File: config.mk
export PLATFORM = sky130hd
export DESIGN_NAME = cmp_pwm_channel
export DESIGN_NICKNAME = d
export VERILOG_FILES = /design/src/rtl/cpwm_pkg.sv /design/src/rtl/cpwm_regs.sv /design/src/rtl/cpwm_tick.sv /design/src/rtl/cpwm_counter.sv /design/src/rtl/cpwm_pins.sv /design/src/rtl/cmp_pwm_channel.sv
export SDC_FILE = /design/constraint.sdc
export NUM_CORES = 1
export LEC_CHECK = 0
export BUFFER_PORTS_ARGS = -buffer_cell sky130_fd_sc_hd__buf_2
export CAP_MARGIN = 40
export CORE_MARGIN = 2
export CORE_UTILIZATION = 58
export DETAILED_ROUTE_END_ITERATION = 10
export PLACE_DENSITY = 0.86
export RECOVER_POWER = 50
export SETUP_SLACK_MARGIN = 0.5
export SLEW_MARGIN = 20
export SYNTH_ARGS = -nofsm -noshare
export SYNTH_HDL_FRONTEND = slang
export SYNTH_HIERARCHICAL = 1
export SYNTH_SLANG_ARGS = --single-unit
File: constraint.sdc
create_clock -name clk -period 2.8 [get_ports clk]
set_clock_uncertainty 0.15 [all_clocks]
set_input_delay 0.42 -clock clk [delete_from_list [all_inputs] [get_ports clk]]
set_output_delay 0.42 -clock clk [all_outputs]
set_load 0.01 [all_outputs]
File: src/rtl/cpwm_pkg.sv
package cpwm_pkg;

    localparam int CNT_W_DEF = 16;
    localparam int ADDR_W    = 2;
    localparam int PRE_W     = 3;  // supports division by 2**3

    localparam logic [ADDR_W-1:0] ADDR_CTRL = 2'd0;
    localparam logic [ADDR_W-1:0] ADDR_CMPA = 2'd1;
    localparam logic [ADDR_W-1:0] ADDR_CMPB = 2'd2;

    typedef enum logic [1:0] {
        ACT_HOLD   = 2'd0,
        ACT_LOW    = 2'd1,
        ACT_HIGH   = 2'd2,
        ACT_TOGGLE = 2'd3
    } pin_act_e;

    typedef enum logic [1:0] {
        CLR_FREE = 2'd0,
        CLR_ON_A = 2'd1,
        CLR_ON_B = 2'd2,
        CLR_RSVD = 2'd3
    } clr_sel_e;

    typedef struct packed {
        pin_act_e   act_b;
        pin_act_e   act_a;
        logic       start;
        logic       pwm_en;
        clr_sel_e   clr;
        logic [1:0] edge_sel;
        logic [2:0] clk_sel;
    } ctrl_t;

    localparam int CTRL_W = $bits(ctrl_t);

    typedef struct packed {
        logic step;
        logic hit_a;
        logic hit_b;
    } match_t;

    function automatic logic apply_act(pin_act_e act, logic cur);
        case (act)
            ACT_LOW:    return 1'b0;
            ACT_HIGH:   return 1'b1;
            ACT_TOGGLE: return ~cur;
            default:    return cur;
        endcase
    endfunction

    function automatic logic edge_hit(logic [1:0] sel, logic cur, logic prv);
        logic rise;
        logic fall;
        rise = cur & ~prv;
        fall = ~cur & prv;
        if (sel[1]) return rise | fall;
        return sel[0] ? fall : rise;
    endfunction

endpackage

File: src/rtl/cpwm_regs.sv
module cpwm_regs
    import cpwm_pkg::*;
#(
    parameter int CNT_W = CNT_W_DEF
) (
    input  logic              clk,
    input  logic              rst,
    input  logic              wr_en,
    input  logic [ADDR_W-1:0] wr_addr,
    input  logic [CNT_W-1:0]  wr_data,
    output ctrl_t             ctrl,
    output logic [CNT_W-1:0]  cmp_a,
    output logic [CNT_W-1:0]  cmp_b
);

    always_ff @(posedge clk) begin
        if (rst) begin
            ctrl  <= '0;
            cmp_a <= '0;
            cmp_b <= '0;
        end else if (wr_en) begin
            case (wr_addr)
                ADDR_CTRL: ctrl  <= ctrl_t'(wr_data[CTRL_W-1:0]);
                ADDR_CMPA: cmp_a <= wr_data;
                ADDR_CMPB: cmp_b <= wr_data;
                default:   ;
            endcase
        end
    end

endmodule

File: src/rtl/cpwm_tick.sv
module cpwm_tick
    import cpwm_pkg::*;
#(
    parameter int SYNC_STAGES = 2
) (
    input  logic       clk,
    input  logic       rst,
    input  logic [2:0] clk_sel,
    input  logic [1:0] edge_sel,
    input  logic       ext_in,
    output logic       tick
);

    logic [PRE_W-1:0] pre_q;
    logic [PRE_W-1:0] mask;
    logic             int_tick;
    logic             ext_tick;
    logic [SYNC_STAGES:0] sh_q;

    always_ff @(posedge clk) begin
        if (rst) pre_q <= '0;
        else     pre_q <= pre_q + 1'b1;
    end

    always_comb begin
        mask     = PRE_W'((32'd1 << clk_sel[1:0]) - 32'd1);
        int_tick = ((pre_q & mask) == mask);
    end

    // synchroniser stages plus one history flop for edge detection
    genvar g;
    generate
        for (g = 0; g <= SYNC_STAGES; g++) begin : g_sync
            always_ff @(posedge clk) begin
                if (rst)         sh_q[g] <= 1'b0;
                else if (g == 0) sh_q[g] <= ext_in;
                else             sh_q[g] <= sh_q[(g == 0) ? 0 : g-1];
            end
        end
    endgenerate

    assign ext_tick = edge_hit(edge_sel, sh_q[SYNC_STAGES-1], sh_q[SYNC_STAGES]);
    assign tick     = clk_sel[2] ? ext_tick : int_tick;

endmodule

File: src/rtl/cpwm_counter.sv
module cpwm_counter
    import cpwm_pkg::*;
#(
    parameter int CNT_W = CNT_W_DEF
) (
    input  logic             clk,
    input  logic             rst,
    input  logic             run,
    input  logic             tick,
    input  clr_sel_e         clr,
    input  logic [CNT_W-1:0] cmp_a,
    input  logic [CNT_W-1:0] cmp_b,
    output logic [CNT_W-1:0] count,
    output match_t           m
);

    logic do_clear;

    always_comb begin
        m.step   = run & tick;
        m.hit_a  = m.step & (count == cmp_a);
        m.hit_b  = m.step & (count == cmp_b);
        do_clear = ((clr == CLR_ON_A) & m.hit_a) | ((clr == CLR_ON_B) & m.hit_b);
    end

    always_ff @(posedge clk) begin
        if (rst)           count <= '0;
        else if (m.step)   count <= do_clear ? '0 : count + 1'b1;
    end

endmodule

File: src/rtl/cpwm_pins.sv
module cpwm_pins
    import cpwm_pkg::*;
(
    input  logic     clk,
    input  logic     rst,
    input  logic     pwm_en,
    input  pin_act_e act_a,
    input  pin_act_e act_b,
    input  match_t   m,
    output logic     pin_a,
    output logic     pin_b
);

    logic nxt_a;
    logic nxt_b;

    always_comb begin
        nxt_a = pin_a;
        if (pwm_en) begin
            if (m.hit_a && !m.hit_b)      nxt_a = 1'b1;
            else if (m.hit_b && !m.hit_a) nxt_a = 1'b0;
        end else if (m.hit_a) begin
            nxt_a = apply_act(act_a, pin_a);
        end
        nxt_b = m.hit_b ? apply_act(act_b, pin_b) : pin_b;
    end

    always_ff @(posedge clk) begin
        if (rst) begin
            pin_a <= 1'b0;
            pin_b <= 1'b0;
        end else begin
            pin_a <= nxt_a;
            pin_b <= nxt_b;
        end
    end

endmodule

File: src/rtl/cmp_pwm_channel.sv
module cmp_pwm_channel
    import cpwm_pkg::*;
#(
    parameter int CNT_W       = CNT_W_DEF,
    parameter int SYNC_STAGES = 2
) (
    input  logic              clk,
    input  logic              rst,
    input  logic              wr_en,
    input  logic [ADDR_W-1:0] wr_addr,
    input  logic [CNT_W-1:0]  wr_data,
    input  logic              ext_clk,
    output logic [CNT_W-1:0]  count,
    output logic              pin_a,
    output logic              pin_b
);

    ctrl_t            ctl;
    logic [CNT_W-1:0] cmp_a_q;
    logic [CNT_W-1:0] cmp_b_q;
    logic             tick;
    match_t           m;
    logic             run_w;
    logic             pwm_w;

    assign run_w = ctl.start;
    assign pwm_w = ctl.pwm_en;

    cpwm_regs #(.CNT_W(CNT_W)) u_regs (
        .clk(clk), .rst(rst), .wr_en(wr_en), .wr_addr(wr_addr), .wr_data(wr_data),
        .ctrl(ctl), .cmp_a(cmp_a_q), .cmp_b(cmp_b_q)
    );

    cpwm_tick #(.SYNC_STAGES(SYNC_STAGES)) u_tick (
        .clk(clk), .rst(rst), .clk_sel(ctl.clk_sel), .edge_sel(ctl.edge_sel),
        .ext_in(ext_clk), .tick(tick)
    );

    cpwm_counter #(.CNT_W(CNT_W)) u_cnt (
        .clk(clk), .rst(rst), .run(run_w), .tick(tick), .clr(ctl.clr),
        .cmp_a(cmp_a_q), .cmp_b(cmp_b_q), .count(count), .m(m)
    );

    cpwm_pins u_pins (
        .clk(clk), .rst(rst), .pwm_en(pwm_w), .act_a(ctl.act_a), .act_b(ctl.act_b),
        .m(m), .pin_a(pin_a), .pin_b(pin_b)
    );

endmodule

## Yosys cells after proc, flatten, opt, wreduce, memory -nomap -nowiden

Index checks and enable logic that the tools add are counted.

- Flip-flop bits (word level): 69
- Word-level logic and storage cells: 73
- Output and inout port bits: 18
- Bits of input ports: 22

- Bitwise gates (word level): 14
- Equality and inequality tests: 14
- Reduce and logical (&&, ||, !) cells: 13
- Muxes and demuxes: 12
- Add/sub/neg operators: 3
- Shift operators: 1

Operators with widths:

| operator | number |
|---|---|
| == test 16 bit | 2 |
| adder 16 x 1 -> 16 bit (second input constant) | 1 |
| two-way mux 16 bit | 1 |
| == test 2 bit (second input constant) | 6 |
| two-way mux 1 bit | 9 |
| == test 2 x 1 -> 1 bit (second input constant) | 4 |
| AND reduction 2 bit | 4 |
| AND 1 bit | 7 |
| one-hot mux 1 bit (3 select lines) | 2 |
| NOT 1 bit | 4 |
| nonzero test 4 bit | 1 |
| adder 3 x 1 -> 3 bit (second input constant) | 1 |
| AND 3 bit | 1 |
| == test 3 bit | 1 |
| inequality test 3 x 1 -> 1 bit (second input constant) | 1 |
| AND reduction 3 bit | 1 |
| nonzero test 3 bit | 1 |
| << shifter 1 x 2 -> 3 bit (first input constant) | 1 |
| subtractor 3 x 1 -> 3 bit (second input constant) | 1 |
| logical AND 1 bit | 2 |
| logical NOT 1 bit | 2 |
| logical NOT 2 bit | 1 |
| OR 1 bit | 2 |
| nonzero test 2 bit | 1 |

## Depth between registers and ports, before layout

Gate-level depths: netlist (run 1).

- Depth in word-level cells: 13
- Mapped depth: 12
- Mapped depth without buffers: 12

## By module

Netlist (run 1), hierarchy kept.

By module, submodules not included:

| module | area an instance (sq um) | sequential area each (sq um) | cells each | instances |
|---|---|---|---|---|
| cpwm_regs | 1838.0 | 900.9 | 166 | 1 |
| cpwm_counter | 1318.8 | 320.3 | 149 | 1 |
| cpwm_tick | 264.0 | 120.1 | 26 | 1 |
| cpwm_pins | 93.8 | 40.0 | 11 | 1 |

## Least setup slack after synthesis (run 1)

Ideal clock, no wire load.

- Kind: reg-to-reg
- Start: reg u_tick.sh_q[1]
- End: reg u_pins.pin_a
- Setup slack: 0.531 ns
- Arrival time: 1.997 ns
- Path buffers: 0
- Clock period less this slack: 2.269 ns
- Setup time: 0.122 ns
- Required time: 2.528 ns
- Cell stages (with the launch flop): 12
- Cells stage by stage: dfxtp_1 inv_1 ha_1 nand2_1 o211ai_2 o31ai_1 nand2_1 nor3_1 nand4_1 nor4_1 nand2_1 o311a_1

RTL lines:

| what | RTL line | source |
|---|---|---|
| from (decl) | cpwm_tick.sv:18 | `logic [SYNC_STAGES:0] sh_q;` |
| from (signal, indexed assignment) | cpwm_tick.sv:36 | `else if (g == 0) sh_q[g] <= ext_in;` |
| from (signal, indexed assignment) | cpwm_tick.sv:37 | `else sh_q[g] <= sh_q[(g == 0) ? 0 : g-1];` |
| to (signal assigned) | cpwm_pins.sv:33 | `pin_a <= nxt_a;` |
| to (decl) | cpwm_pins.sv:10 | `output logic pin_a,` |

==> impl_metrics.ini, run 1 <==
[detailed_routing]
firstDrtPassIters = 4
wl_mm = 7.41
drc_errors = 0
ant_nets = 0
vias_per_cell = 5.48
avgRoutedWirePerCell_um = 16.0
vias = 2539
dr.first_iter.drc_count = 169

[global_routing]
grt-ovfl-total = 0
antenna_found_initial = 0
grt_pass1_vias = 2447
grt_pass1_wl_mm = 11.9
grt_max_degree = 44
grt.total_usage_pct = 23.9

[cts]
cts_tree = built
hold_buffers = 0
clkTransAtPathRegs_ns = 0.07
cts-htree-levels = 3
root_buffer = clkbuf_8
clkSinkCount = 69
cts_buffers = 9
insertion_delay_ns = 0.34
clockBufferDepth = 2

[synthesis]
yosysWarningCount = 6
synthCells = 352
synth-edff-count = 0
synth_nets = 378
avgSynthCellArea_um2 = 9.98
synthFlopType = dfxtp_1
synth-async-reset-ratio_pct = 0
yosysSeqAreaShare_pct = 39.3
yosysUniqueCellTypes = 43
synth_seq_cells = 69
netlist_area_um2 = 3510

[finish]
nets = 409
drive_above_1_share_pct = 22.2
utilization_pct = 66.5
insertedDiodeCount = 0
fill_cells = 462
syn_to_final_growth_pct = 11.4

[timing]
fin_crit_sh_pct = 80.6
layout_min_cycle_time_ns = 2.26
drv_slew = 0
rsz0062_at_grt = yes
finalSetupViolCount = 0
worst_slew_pin_slew_ns = 1.17
timing_hold_violations_final = 0
finalSetupTns_ns = 0
fmax_ghz = 0.443
slew_headroom_pct = 22.2

[critical_path]
start_kind = flop
r2r_setup_slack_ns = 0.54
critPathArrivalTime_ns = 2.34
crit_path_max_fanout = 4
end_kind = flop
required_ns = 2.88
rr_worst_depth = 11
crit-reg2reg-launch = u_tick/sh_q[1]$_SDFF_PP0_
r2r_end = u_pins/pin_a$_SDFFE_PP0P_
worstSetupPathType = flop to flop

[power]
ir_drop_mv = 0.259
switching_share_pct = 24.4
p_leak_nw = 1.83
p_comb_share_pct = 8.9
power_per_cell_area_nw_per_um2 = 492
switchingPower_uw = 469
p_int_mw = 1.46
seqPwrFrac_pct = 53.7
p_clk_share_pct = 37.4

[die]
dieArea_um2 = 6700
num_rows = 28
initial_core_util_pct = 59.7
core_um2 = 5890
die_y_um = 81.8
pin_count = 40
die_width_um = 81.8

[placed_design]
place_congestion = 0.917
port_buffers = 39
hpwl_mm = 5.29

[flow_run]
drv_cap = 0

[worst_hold_path]
hold_class = primary input to flop
whs_path_depth = 2
worstHoldStart = ext_clk
hold_end = u_tick/sh_q[0]$_SDFF_PP0_

[run_status]
status = finished, final reports clean
==> critical path, cell delays in order (launching register included) <==
cell	delay [ns]
dfxtp_2	0.33
inv_1	0.05
ha_1	0.27
nand2_1	0.07
o211ai_2	0.11
o31ai_4	0.09
nand2_2	0.14
nor3_2	0.13
nand4_1	0.16
nor4_2	0.23
nand2_1	0.12
o311a_1	0.29
==> through the flow <==
step	setup WS [ns]	total power [mW]	cells	hold slack (ns)	area, µm²
after floorplan	0.531	1.17	352	0.264	3510
final	0.542	1.93	463	0.134	3910
after global placement	0.339	1.21	445	0.280	3650
after global routing	0.398	2.00	463	0.163	3910
after CTS	0.507	1.94	463	0.120	3910
after detailed placement	0.271	1.22	446	0.282	3680
==> synthesized netlist by cell type, drive strengths merged (3+ instances only) <==
| cell | instances | area, µm² |
|---|---|---|
| a21oi | 3 | 18.8 |
| buf | 14 | 134 |
| clkbuf | 10 | 38.8 |
| dfxtp | 69 | 1380 |
| ha | 4 | 50.1 |
| inv | 11 | 41.3 |
| mux2i | 46 | 460 |
| nand2 | 6 | 22.5 |
| nand2b | 62 | 388 |
| nand3 | 13 | 65.1 |
| nand4 | 5 | 31.3 |
| nor2 | 11 | 41.3 |
| nor2b | 5 | 31.3 |
| nor3 | 21 | 155 |
| nor4 | 9 | 90.1 |
| xnor2 | 10 | 87.6 |
| xor2 | 35 | 307 |
==> cell type report <==
| cell class | count | area (µm²) | share of cell area (%) |
|---|---|---|---|
| Sequential cell | 69 | 1380 | 35.3 |
| Inverter | 11 | 41.3 | 1.05 |
| Clock inverter | 4 | 22.5 | 0.575 |
| Multi-Input combinational cell | 248 | 1960 | 50.2 |
| Clock buffer | 12 | 155 | 3.96 |
| Tap cell | 75 | 93.8 | 2.40 |
| Timing Repair Buffer | 44 | 255 | 6.52 |
==> per-layer routing <==
metal  track usage (%)  vias up  share of wire, %
li1                  -     1244                 -
met1              30.0     1199                44
met2              37.4       78                48
met3              8.13       18               5.8
met4              10.0        0               2.3
met5                 0        -                 0
==> cell families (layout without fill, tap and decap cells) <==
family	after synthesis	after routing	synth area share [%]
fa+ha+maj	4	4	1.42
simple gates	138	138	24.8
compound gates	14	14	3.63
xor+xnor	45	45	11.2
mux	47	47	13.5
flops	69	69	39.3
buf+inv	35	71	6.09
==> flip-flops by register name (all words and copies together), names as in the netlist <==
name and count:
u_cnt/count 16, u_pins/pin_a 1, u_pins/pin_b 1, u_regs/cmp_a 16, u_regs/cmp_b 16, u_regs/ctrl 13
u_tick/pre_q 3, u_tick/sh_q 3
==> placed cells by master (no fill, tap or decap), types with 5 or more instances in the layout <==
| cell type | netlist | final |
|---|---|---|
| nor3_2 | 10 | 11 |
| nor3_1 | 11 | 10 |
| dfxtp_1 | 69 | 68 |
| nand2b_1 | 62 | 62 |
| nor2b_1 | 5 | 5 |
| nand4_1 | 5 | 5 |
| xor2_1 | 35 | 35 |
| clkbuf_8 | 0 | 11 |
| nor2_1 | 11 | 10 |
| inv_1 | 11 | 11 |
| nand3_1 | 13 | 12 |
| mux2i_1 | 46 | 46 |
| xnor2_1 | 10 | 10 |
| nand2_1 | 6 | 5 |
| buf_2 | 4 | 38 |
==> how the worst max path moves through the flow <==
stage,start,end,slack [ns],depth (start not counted)
global route,u_tick/sh_q[1]$_SDFF_PP0_,u_pins/pin_a$_SDFFE_PP0P_,0.40,12
detailed placement,u_tick/sh_q[1]$_SDFF_PP0_,u_pins/pin_a$_SDFFE_PP0P_,0.27,11
global placement,u_tick/sh_q[1]$_SDFF_PP0_,u_pins/pin_a$_SDFFE_PP0P_,0.34,11
floorplan,u_tick/sh_q[1]$_SDFF_PP0_,u_pins/pin_a$_SDFFE_PP0P_,0.53,11
finish,u_tick/sh_q[1]$_SDFF_PP0_,u_pins/pin_a$_SDFFE_PP0P_,0.54,11
CTS,u_tick/sh_q[1]$_SDFF_PP0_,u_pins/pin_a$_SDFFE_PP0P_,0.51,11
==> what timing repair did <==
action	in CTS	in global routing
endpoints found under the hold margin	0	0
pin swaps	5	7
buffers inserted	1	0
setup endpoints to repair	18	18
resized for setup	8	2
==> power by group through the flow <==
stage          Clock (mW)  Combinational [mW]  Sequential (mW)
2_1_floorplan           0               0.121             1.05
3_3_place_gp            0               0.155             1.05
3_5_place_dp            0               0.164             1.06
4_1_cts             0.737               0.169             1.03
5_1_grt             0.778               0.186             1.04
6_report            0.721               0.171             1.03
Power figures use the tool's default switching activity.
==> inputs of run 2 (changes only) <==
clock period = 2.15 ns   (was 2.8 ns; I/O delays follow)
==> run 2 against run 1 <==
  * Clock-buffer cell count grew 4
  * Cell count grew 4.8%
  * Sequential share of layout area decreased by 2.0 points
  * Critical path type unchanged
  * Setup slack got worse by 0.66 ns
  * Largest cell class unchanged
  * Critical path depth is 1 higher
  * The run now ends with setup timing left
  * First-iteration DRC count rose by 22%
  * Via count is 5.4% higher
==> impl_metrics.ini, run 2 (synthesis gave the netlist of run 1 again) <==
[run_status]
status = finished, violations left
violations = setup timing

[finish]
drive_above_1_share_pct = 28.8
reg_top3 = u_cnt/count: 16 flops, u_regs/cmp_a: 16 flops, u_regs/cmp_b: 16 flops
nets = 431
fin_cells = 485
mostFrequentLayoutCell = dfxtp_1
insertedDiodeCount = 0
most-common-layout-cells = dfxtp_1 (66), nand2b_1 (62), mux2i_1 (46)
syn_to_final_growth_pct = 18.6

[cts]
clkSinkCount = 69
root_buffer = clkbuf_8
clkTransAtPathRegs_ns = 0.07
cts_buffers = 9
cts_tree = built
clockBufferDepth = 2
insertion_delay_ns = 0.34
cts-htree-levels = 3

[global_routing]
antenna_found_initial = 0
grt_pass1_vias = 2600
grt.total_usage_pct = 25.4
grt_max_degree = 85
grt-ovfl-total = 0
grt_pass1_wl_mm = 12.6

[power]
p_clk_share_pct = 38.9
seqPwrFrac_pct = 52.0
p_leak_nw = 1.97
power_per_cell_area_nw_per_um2 = 622
switching_share_pct = 23.8
p_int_mw = 1.98
p_comb_share_pct = 9.1
ir_drop_mv = 0.540
switchingPower_uw = 616

[detailed_routing]
firstDrtPassIters = 5
vias = 2677
dr.first_iter.drc_count = 206
drc_errors = 0
vias_per_cell = 5.52
wl_mm = 7.89
ant_nets = 0
avgRoutedWirePerCell_um = 16.3

[placed_design]
hpwl_mm = 5.39
place_congestion = 0.956
dp.cells = 463
port_buffers = 39

[critical_path]
r2r_setup_slack_ns = -0.12
r2r_end = u_cnt/count[12]$_SDFFE_PP0P_
slowest_stage = dfxtp_2
critical_path.max_stage_delay_ns = 0.34
start_kind = flop
crit_path_max_fanout = 14
cp_top_family = simple AND/OR/NAND/NOR gates
worstSetupPathType = flop to flop
required_ns = 2.17
rr_worst_depth = 12
worstPathCellList = inv_2 > ha_4 > mux2_4 > o211ai_2 > o31ai_4 > nand2_2 > nor3_2 > nand4_1 > buf_4 > o22ai_4 > buf_12 > nor3_1
crit-reg2reg-launch = u_tick/sh_q[2]$_SDFF_PP0_
crit_buf_inv = 3
end_kind = flop
critPathArrivalTime_ns = 2.29

[timing]
timing_hold_violations_final = 0
rsz0062_at_grt = yes
fmax_ghz = 0.441
worst_slew_pin_slew_ns = 1.38
drv_slew = 0
finalSetupViolCount = 17
fin_crit_sh_pct = 105
layout_min_cycle_time_ns = 2.27
finalSetupTns_ns = -1.66
slew_headroom_pct = 8.15
layout_setup_ws_ns = -0.115

[die]
dieArea_um2 = 6700
die_y_um = 81.8
initial_core_util_pct = 59.7
core_um2 = 5890
pin_count = 40
die_width_um = 81.8
num_rows = 28

[worst_hold_path]
hold_class = primary input to flop
whs_path_depth = 2
hold_end = u_tick/sh_q[0]$_SDFF_PP0_
worstHoldStart = ext_clk

[flow_run]
drv_cap = 0
-- run 2: changes by cell type in the layout (fill, tap and decap cells not counted), sizes merged --
cell	change
clkbuf	+4
clkinv	-3
clkinvlp	-1
buf	+22
-- run 2: worst register-to-register path, delay by kind of cell, from the launching register on --
family | cells | cell delay, ns
AO/OA/AOI/OAI | 3 | 0.39
buffers and inverters | 3 | 0.44
AND/OR/NAND/NOR | 4 | 0.50
flip-flops | 1 | 0.34
multiplexers | 1 | 0.14
adder cells (fa/ha/maj) | 1 | 0.12
-- run 2: stage by stage --
stage | total power, mW | hold slack [ns] | utilization [%] | area (µm²) | worst slack (ns)
floorplan | 1.53 | 0.232 | - | 3560 | 0.0472
global placement | 1.59 | 0.284 | 65.6 | 3860 | -0.0449
detailed placement | 1.60 | 0.289 | 65.6 | 3860 | -0.141
CTS | 2.59 | 0.0329 | 70.5 | 4150 | -0.0632
global route | 2.69 | 0.0525 | 70.8 | 4170 | -0.224
finish | 2.59 | 0.0410 | 70.8 | 4170 | -0.115
-- run 2: worst max-delay path by stage --
stage	from	end	slack [ns]	depth (start not counted)
floorplan	u_tick/sh_q[2]$_SDFF_PP0_	u_pins/pin_a$_SDFFE_PP0P_	0.05	11
global placement	u_tick/sh_q[2]$_SDFF_PP0_	u_pins/pin_a$_SDFFE_PP0P_	-0.04	11
detailed placement	u_tick/sh_q[2]$_SDFF_PP0_	u_pins/pin_a$_SDFFE_PP0P_	-0.14	11
CTS	u_tick/sh_q[1]$_SDFF_PP0_	u_pins/pin_a$_SDFFE_PP0P_	-0.06	13
global route	u_tick/sh_q[2]$_SDFF_PP0_	u_pins/pin_a$_SDFFE_PP0P_	-0.22	13
finish	u_tick/sh_q[2]$_SDFF_PP0_	u_cnt/count[12]$_SDFFE_PP0P_	-0.12	12
-- run 2: power groups by stage --
| stage | sequential [mW] | clock [mW] | combinational [mW] |
|---|---|---|---|
| after global routing | 1.35 | 1.08 | 0.258 |
| after CTS | 1.35 | 1.02 | 0.232 |
| after detailed placement | 1.38 | 0 | 0.220 |
| after global placement | 1.37 | 0 | 0.213 |
| final | 1.35 | 1.01 | 0.235 |
| after floorplan | 1.37 | 0 | 0.162 |
-- run 2: layout make-up --
type	count	area [µm²]
Timing Repair Buffer	66	419
Multi-Input combinational cell	248	2030
Inverter	11	43.8
Clock buffer	16	190
Tap cell	75	93.8
Fill cell	431	1720
Sequential cell	69	1390
-- run 2: layer usage --
metal  vias up  share of wire (%)  global-route usage [%]
met2        98                 48                    40.7
met4         0                2.1                    12.3
li1       1295                  -                       -
met3        16                5.7                    4.18
met1      1268                 44                    33.3
met5         -                  0                       0
-- run 2: what timing repair did --
action,in CTS,in global routing
hold buffers,0,0
endpoints found under the setup margin,18,19
hold endpoints to repair,0,0
gates resized for setup,12,4
buffers inserted,5,0
pin swaps,12,3
==> inputs of run 3 (changes only) <==
CORE_ASPECT_RATIO = 1.4   (was not set)
==> run 3 against run 2 <==
  * The run still ends with setup timing left
  * Critical path type unchanged
  * Die area rose by 0.13%
  * Largest cell class unchanged
  * Critical endpoint is now u_pins/pin_b$_SDFFE_PP0P_
  * Cell count fell by 1.0%
  * Utilization rose by 0.78 points
==> impl_metrics.ini, run 3 (synthesis gave the netlist of run 1 again) <==
[cts]
insertion_delay_ns = 0.35
root_buffer = clkbuf_8
cts-htree-levels = 3
clkSinkCount = 69
clockBufferDepth = 2
cts_buffers = 9
hold_buffers = 0
cts_tree = built
clkTransAtPathRegs_ns = 0.08

[critical_path]
worstPathCellList = buf_4 > xor2_1 > nor3_1 > nand3_1 > nor2_4 > a21oi_1 > a311oi_1
crit_path_max_fanout = 5
critical_path.max_stage_delay_ns = 0.45
path_depth = 7
critical_path.endpoint = u_pins/pin_b$_SDFFE_PP0P_
worstSetupPathType = flop to flop
r2r_setup_slack_ns = -0.11
r2r_end = u_pins/pin_b$_SDFFE_PP0P_
cp_top_family = simple AND/OR/NAND/NOR gates
end_kind = flop
start_kind = flop
critPathArrivalTime_ns = 2.36
slowest_stage = nor3_1
rr_worst_depth = 7
required_ns = 2.26
crit_buf_inv = 1
crit-reg2reg-launch = u_cnt/count[12]$_SDFFE_PP0P_
crit_start = u_cnt/count[12]$_SDFFE_PP0P_

[finish]
drive_above_1_share_pct = 29.0
reg_top3 = u_cnt/count: 16 flops, u_regs/cmp_a: 16 flops, u_regs/cmp_b: 16 flops
nets = 431
multiInputGateArea_um2 = 2080
mostFrequentLayoutCell = dfxtp_1
most-common-layout-cells = dfxtp_1 (66), nand2b_1 (62), mux2i_1 (46)
seqCellArea_um2 = 1390
syn_to_final_growth_pct = 19.5
fin_cells = 480
insertedDiodeCount = 0
fill_cells = 414

[timing]
fin_crit_sh_pct = 105
timing_hold_violations_final = 0
layout_setup_ws_ns = -0.106
worst_slew_pin_slew_ns = 0.970
fmax_ghz = 0.443
rsz0062_at_grt = yes
slew_headroom_pct = 35.3
layout_min_cycle_time_ns = 2.26
finalSetupViolCount = 18
drv_slew = 0

[die]
num_rows = 33
die_width_um = 69.8
die_y_um = 96.1
initial_core_util_pct = 59.9
dieArea_um2 = 6710
pin_count = 40
core_um2 = 5860

[power]
power_per_cell_area_nw_per_um2 = 604
ir_drop_mv = 0.423
p_leak_nw = 1.96
power_mw = 2.53

[run_status]
status = finished, violations left
violations = setup timing

[detailed_routing]
drc_errors = 0
vias = 2748
vias_per_cell = 5.73
dr.first_iter.drc_count = 184
avgRoutedWirePerCell_um = 16.6
ant_nets = 0
firstDrtPassIters = 5
wl_mm = 7.99

[worst_hold_path]
hold_class = primary input to flop

[global_routing]
grt-ovfl-total = 0
grt_max_degree = 37
grt_pass1_vias = 2603
antenna_found_initial = 0
grt.total_usage_pct = 23.7
grt_pass1_wl_mm = 12.3

[placed_design]
port_buffers = 39
hpwl_mm = 5.41
dp.cells = 459
place_congestion = 0.877

[flow_run]
drv_cap = 0
run 3: what timing repair did:
item | in CTS | in global routing
gates cloned | 0 | 1
setup buffers | 4 | 0
endpoints found under the setup margin | 18 | 18
pin swaps | 8 | 8
resized for setup | 5 | 14
run 3: how the worst min path moves through the flow:
stage | cells past startpoint | endpoint | startpoint | slack, ns
finish | 2 | u_tick/sh_q[0]$_SDFF_PP0_ | ext_clk | 0.04
floorplan | 1 | u_tick/sh_q[2]$_SDFF_PP0_ | rst | 0.23
global placement | 1 | u_tick/pre_q[0]$_SDFF_PP0_ | u_tick/pre_q[0]$_SDFF_PP0_ | 0.29
detailed placement | 1 | u_tick/sh_q[1]$_SDFF_PP0_ | u_tick/sh_q[0]$_SDFF_PP0_ | 0.29
CTS | 2 | u_tick/sh_q[0]$_SDFF_PP0_ | ext_clk | 0.04
global route | 2 | u_tick/sh_q[0]$_SDFF_PP0_ | ext_clk | 0.06
run 3: power by group:
part	internal (mW)	switching (mW)
clock network	0.426	0.518
logic	0.113	0.132
registers	1.32	0.0311
total	1.85	0.681
run 3: cell type report:
type	instances	share of cell area (%)
clock buffers	10	3.04
clock inverters	6	1.13
inverters	11	0.983
multi-input cells	248	49.5
flip-flops and latches	69	33.0
well taps	70	2.09
repair buffers	66	10.3
run 3: stage by stage:
step	setup TNS (ns)	worst slack (ns)	area [µm²]	util [%]	hold slack (ns)
6_report	-0.852	-0.106	4200	71.6	0.0437
5_1_grt	-3.48	-0.224	4200	71.6	0.0633
3_3_place_gp	0	0.0302	3860	65.9	0.287
2_1_floorplan	0	0.0472	3560	-	0.232
3_5_place_dp	-0.0625	-0.0625	3860	65.9	0.291
4_1_cts	0	0.00256	4090	69.8	0.0381
run 3: metal layers:
metal	part of all wire, %	up-vias	GRT usage [%]	wire, µm
met2	50	95	40.2	4030
met5	0	-	0	0
li1	-	1296	-	-
met3	4.9	26	3.87	388
met1	41	1331	28.7	3280
met4	3.6	0	13.5	289
